File: src/rtl/ovp_pkg.sv
package ovp_pkg;
  // Defaults for a 50 MHz clock: 2.2 us strobe delay, 200 ns window.
  localparam int unsigned DEF_STROBE_CYC = 110;
  localparam int unsigned DEF_WINDOW_CYC = 10;
  localparam int unsigned DEF_RUN_LIMIT  = 4;
endpackage

File: src/rtl/ovp_strobe_sampler.sv
module ovp_strobe_sampler #(
  parameter int unsigned STROBE_CYC = ovp_pkg::DEF_STROBE_CYC,
  parameter int unsigned WINDOW_CYC = ovp_pkg::DEF_WINDOW_CYC
) (
  input  logic clk_i,
  input  logic rst_ni,
  input  logic gate_on_i,
  input  logic ovp_flag_i,
  output logic sample_o
);
  localparam int unsigned OFF_MAX = STROBE_CYC + WINDOW_CYC;
  localparam int unsigned CNT_W   = $clog2(OFF_MAX + 1);

  logic [CNT_W-1:0] off_cnt;
  logic             taken;
  logic             in_win;

  assign in_win   = (off_cnt >= CNT_W'(STROBE_CYC)) && (off_cnt < CNT_W'(OFF_MAX));
  assign sample_o = in_win && !gate_on_i && ovp_flag_i && !taken;

  // Saturated at reset so nothing is sampled before a real turn-off.
  always_ff @(posedge clk_i or negedge rst_ni) begin
    if (!rst_ni) begin
      off_cnt <= CNT_W'(OFF_MAX);
      taken   <= 1'b1;
    end else if (gate_on_i) begin
      off_cnt <= '0;
      taken   <= 1'b0;
    end else begin
      if (off_cnt != CNT_W'(OFF_MAX)) off_cnt <= off_cnt + 1'b1;
      if (sample_o) taken <= 1'b1;
    end
  end
endmodule

File: src/rtl/ovp_run_counter.sv
module ovp_run_counter #(
  parameter int unsigned RUN_LIMIT = ovp_pkg::DEF_RUN_LIMIT
) (
  input  logic                         clk_i,
  input  logic                         rst_ni,
  input  logic                         sample_i,
  input  logic                         tick_i,
  input  logic                         clr_i,
  output logic [$clog2(RUN_LIMIT+1)-1:0] run_cnt_o,
  output logic                         cycle_hit_o,
  output logic                         limit_o
);
  localparam int unsigned RUN_W = $clog2(RUN_LIMIT + 1);

  logic [RUN_W-1:0] base;
  logic [RUN_W-1:0] nxt;

  // A tick closes the previous cycle; a clean cycle drops the run.
  assign base    = (tick_i && !cycle_hit_o) ? '0 : run_cnt_o;
  assign limit_o = sample_i && (base == RUN_W'(RUN_LIMIT - 1));

  always_comb begin
    nxt = base;
    if (sample_i && base != RUN_W'(RUN_LIMIT)) nxt = base + 1'b1;
  end

  always_ff @(posedge clk_i or negedge rst_ni) begin
    if (!rst_ni) begin
      run_cnt_o   <= '0;
      cycle_hit_o <= 1'b0;
    end else if (clr_i) begin
      run_cnt_o   <= '0;
      cycle_hit_o <= 1'b0;
    end else begin
      run_cnt_o   <= nxt;
      cycle_hit_o <= tick_i ? sample_i : (cycle_hit_o || sample_i);
    end
  end
endmodule

File: src/rtl/ovp_fault_latch.sv
module ovp_fault_latch (
  input  logic clk_i,
  input  logic rst_ni,
  input  logic set_i,
  input  logic clr_i,
  output logic fault_o,
  output logic enter_o
);
  logic fault_d;

  always_ff @(posedge clk_i or negedge rst_ni) begin
    if (!rst_ni) begin
      fault_o <= 1'b0;
      fault_d <= 1'b0;
    end else begin
      fault_d <= fault_o;
      if (clr_i)      fault_o <= 1'b0;
      else if (set_i) fault_o <= 1'b1;
    end
  end

  assign enter_o = fault_o && !fault_d;
endmodule

File: src/rtl/ovp_strobe_filter.sv
module ovp_strobe_filter #(
  parameter int unsigned STROBE_CYC = ovp_pkg::DEF_STROBE_CYC,
  parameter int unsigned WINDOW_CYC = ovp_pkg::DEF_WINDOW_CYC,
  parameter int unsigned RUN_LIMIT  = ovp_pkg::DEF_RUN_LIMIT
) (
  input  logic clk_i,
  input  logic rst_ni,
  input  logic gate_on_i,
  input  logic osc_tick_i,
  input  logic ovp_flag_i,
  input  logic fault_clr_i,
  output logic gate_o,
  output logic fault_o,
  output logic restart_req_o
);
  localparam int unsigned RUN_W = $clog2(RUN_LIMIT + 1);

  logic             sample;
  logic [RUN_W-1:0] run_cnt;
  logic             cycle_hit;
  logic             limit;

  ovp_strobe_sampler #(
    .STROBE_CYC(STROBE_CYC),
    .WINDOW_CYC(WINDOW_CYC)
  ) u_sampler (
    .clk_i      (clk_i),
    .rst_ni     (rst_ni),
    .gate_on_i  (gate_on_i),
    .ovp_flag_i (ovp_flag_i),
    .sample_o   (sample)
  );

  ovp_run_counter #(
    .RUN_LIMIT(RUN_LIMIT)
  ) u_run (
    .clk_i       (clk_i),
    .rst_ni      (rst_ni),
    .sample_i    (sample),
    .tick_i      (osc_tick_i),
    .clr_i       (fault_clr_i),
    .run_cnt_o   (run_cnt),
    .cycle_hit_o (cycle_hit),
    .limit_o     (limit)
  );

  ovp_fault_latch u_latch (
    .clk_i   (clk_i),
    .rst_ni  (rst_ni),
    .set_i   (limit),
    .clr_i   (fault_clr_i),
    .fault_o (fault_o),
    .enter_o (restart_req_o)
  );

  assign gate_o = gate_on_i && !fault_o;
endmodule

File: config.mk
export PLATFORM = sky130hd
export DESIGN_NAME = ovp_strobe_filter
export DESIGN_NICKNAME = d
export VERILOG_FILES = /design/src/rtl/ovp_pkg.sv /design/src/rtl/ovp_strobe_sampler.sv /design/src/rtl/ovp_run_counter.sv /design/src/rtl/ovp_fault_latch.sv /design/src/rtl/ovp_strobe_filter.sv
export SDC_FILE = /design/constraint.sdc
export NUM_CORES = 1
export LEC_CHECK = 0
export ABC_AREA = 1
export BUFFER_PORTS_ARGS = -buffer_cell sky130_fd_sc_hd__buf_2
export CAP_MARGIN = 20
export CORE_MARGIN = 2
export CORE_UTILIZATION = 50
export CTS_CLUSTER_DIAMETER = 30
export DETAILED_ROUTE_END_ITERATION = 10
export PLACE_DENSITY_LB_ADDON = 0.15
export SETUP_SLACK_MARGIN = 0.1
export SLEW_MARGIN = 20
export SYNTH_ARGS = -nofsm -noshare
export SYNTH_HDL_FRONTEND = slang
export SYNTH_SLANG_ARGS = --single-unit
File: constraint.sdc
create_clock -name clk_i -period 1.3 [get_ports clk_i]
set_clock_uncertainty 0.1 [all_clocks]
set_input_delay 0.26 -clock clk_i [delete_from_list [all_inputs] [get_ports clk_i]]
set_output_delay 0.26 -clock clk_i [all_outputs]
set_load 0.01 [all_outputs]
==> impl_metrics.ini <==
[outcome]
status = finished, violations left
violations = setup timing

[logic_synthesis]
ys_top_cells_by_count = 17 x inv_1, 14 x nor2_1, 12 x nand2_1
synth_top_cell_area_share_pct = 28.0
synth-seq-cells = 14
synthesis.nets = 106
synth_enable_flop_cells = 0
synthTopCellsByArea = dfrtp_1 28%, dfstp_2 16%, inv_1 7.9%
synth_most_common_cell = inv_1
ys.flop_type = dfrtp_1
avgSynthCellArea_um2 = 8.47
yosysSeqAreaShare_pct = 44.3
synthCells = 95
yosysWarnings = 0
synth_area_leader_cell = dfrtp_1
synth_cell_types = 21
netlist_area_um2 = 805
async_flop_share_pct = 100

[layout]
drive_gt1_share_pct = 60.8
nets = 137
postLayoutCellArea_um2 = 1250
n_antenna_cell = 0
syn2layout_area_growth_pct = 55.2
fillers = 76

[sta]
fin_crit_ns = 1.44
max_freq_mhz = 693
rsz0062_at_grt = true
tightestPinTransition_ns = 0.319
setup_violations = 12
worst_slack_ns = -0.144
maxSlewHeadroom_pct = 78.7
finalMaxSlewViolations = 0
finalHoldViolCount = 0
finalCritPeriodShare_pct = 111

[route]
drtPass1Iterations = 4
initialDrtViolationCount = 13
vias = 742
drc = 0
wl_mm = 2.19
antenna_left = 0
viasPerCell = 5.26
avgRoutedWirePerCell_um = 15.5

[floorplanning]
die_y_um = 44.1
start_util_pct = 53.4
die_w_um = 44.1
ios = 9
num_rows = 14
die_area_um2 = 1950
core_um2 = 1510

[cts]
root_buffer = clkbuf_4
clk_pin_slew_ns = 0.09
numCtsBuffers = 3
numClockSinks = 14
cts-htree-levels = 1
ctsLongestPathBuffers = 2
clkLatencyLatePin_ns = 0.29
cts_tree = built

[power]
power.density_nw_per_um2 = 726
p_leak_nw = 0.583
ir_drop_mv = 0.667

[global_routing]
grt_pass1_wl_mm = 3.19
grt_pass1_vias = 707
track_usage_pct = 22.8
grt_max_degree = 15
overflow = 0
antenna_found_initial = 0

[placement]
pre_cts_ws_ns = -0.147
dpl.hpwl_mm = 1.30
gp_congestion = 0.808
post_dp_cell_area_um2 = 963
numPortBuffers = 8

[critical_path]
worstPathRequired_ns = 1.38
end_kind = register
critPathLaunchType = register
path_max_fanout = 3
crit_arrival_ns = 1.53
criticalPathCategory = register to register

[job]
drv_cap = 0

[min_path]
min_path_type = input port to register
-- through the flow --
step	cells	setup TNS, ns	power (mW)	utilization (%)	hold slack, ns
after floorplan	95	-0.0159	0.501	-	-0.136
after global placement	125	-0.202	0.538	64.0	0.0747
after detailed placement	125	-0.407	0.540	64.0	0.0737
after CTS	137	-0.299	0.888	76.2	0.0575
after global routing	141	-1.66	0.927	82.9	0.0618
final	141	-0.787	0.907	82.9	0.0479
-- final cells by class --
| class | count | area [µm²] | share of cell area [%] |
|---|---|---|---|
| Multi-Input combinational cell | 62 | 559 | 44.8 |
| Clock buffer | 4 | 36.3 | 2.91 |
| Timing Repair Buffer | 27 | 206 | 16.5 |
| Tap cell | 16 | 20.0 | 1.60 |
| Sequential cell | 14 | 359 | 28.8 |
| Inverter | 18 | 67.6 | 5.41 |
-- timing repair --
item | in CTS | in global routing
setup endpoints to repair | 14 | 16
endpoints found under the hold margin | 9 | 0
resized for setup | 20 | 16
setup buffers | 7 | 4
pin swaps | 16 | 9
hold buffers | 1 | 0
-- layer usage --
metal  global-route usage, %  up-vias  wire length, µm
met2                    38.5       21             1170
met4                    7.27        0               29
met1                    30.7      355              915
li1                        -      362                -
met3                    2.45        4               66
met5                       0        -                0
-- flip-flops by register name, indices dropped and copies added (netlist names) --
register / cells
u_latch.fault_o: 1
u_sampler.off_cnt: 7
u_run.run_cnt_o: 3
u_latch.fault_d: 1
u_run.cycle_hit_o: 1
u_sampler.taken: 1
-- worst max-delay path, cell delays in order, from the launching register on --
cell and delay, ns:
dfrtp_1 0.35, inv_2 0.05, a21boi_2 0.17, inv_2 0.07
ha_4 0.17, nand3_4 0.06, nand4_1 0.15, nor2_1 0.17
nor2_1 0.05
-- cells in the final DEF (no fill, tap or decap), types with 2 or more instances in the layout --
cell type   n
buf_4      14
nor2_1     11
inv_2       9
inv_1       9
nand2_1     7
buf_2       7
dfrtp_1     7
a21oi_1     5
ha_4        5
buf_6       5
dfstp_2     5
nand2_2     4
nor2_4      4
nand3_4     4
nor3_1      3
clkbuf_4    3
nand2_4     2
nand4_1     2
o21ai_0     2
nor4_4      2
o21ai_2     2
dfrtp_2     2
-- cell families after synthesis --
family          after synthesis  synth area share (%)
simple gates                 44                  28.0
buf+inv                      19                  9.80
flops                        14                  44.3
fa+ha+maj                     5                  7.78
compound gates               13                  10.1
-- final timing paths --
| check | cells past startpoint | start | to | slack [ns] |
|---|---|---|---|---|
| hold / removal | 2 | fault_clr_i | u_run.cycle_hit_o$_DFF_PN0_ | 0.05 |
| hold reg to reg | 2 | u_sampler.off_cnt[6]$_DFFE_PN1P_ | u_sampler.off_cnt[6]$_DFFE_PN1P_ | 0.44 |
| max in group asynchronous | 2 | rst_ni | u_sampler.taken$_DFFE_PN1P_ | 0.53 |
| setup / recovery | 8 | u_run.cycle_hit_o$_DFF_PN0_ | u_run.run_cnt_o[1]$_DFF_PN0_ | -0.14 |
| min in group asynchronous | 2 | rst_ni | u_sampler.off_cnt[0]$_DFFE_PN0P_ | 0.28 |
| setup reg to reg | 8 | u_run.cycle_hit_o$_DFF_PN0_ | u_run.run_cnt_o[1]$_DFF_PN0_ | -0.14 |
-- power breakdown --
group	internal (mW)	total [mW]	leakage, nW	switching, mW
Sequential	0.445	0.459	0.172	0.0140
Combinational	0.0558	0.121	0.390	0.0655
Clock	0.171	0.327	0.0210	0.156
Power figures use the tool's default switching activity.
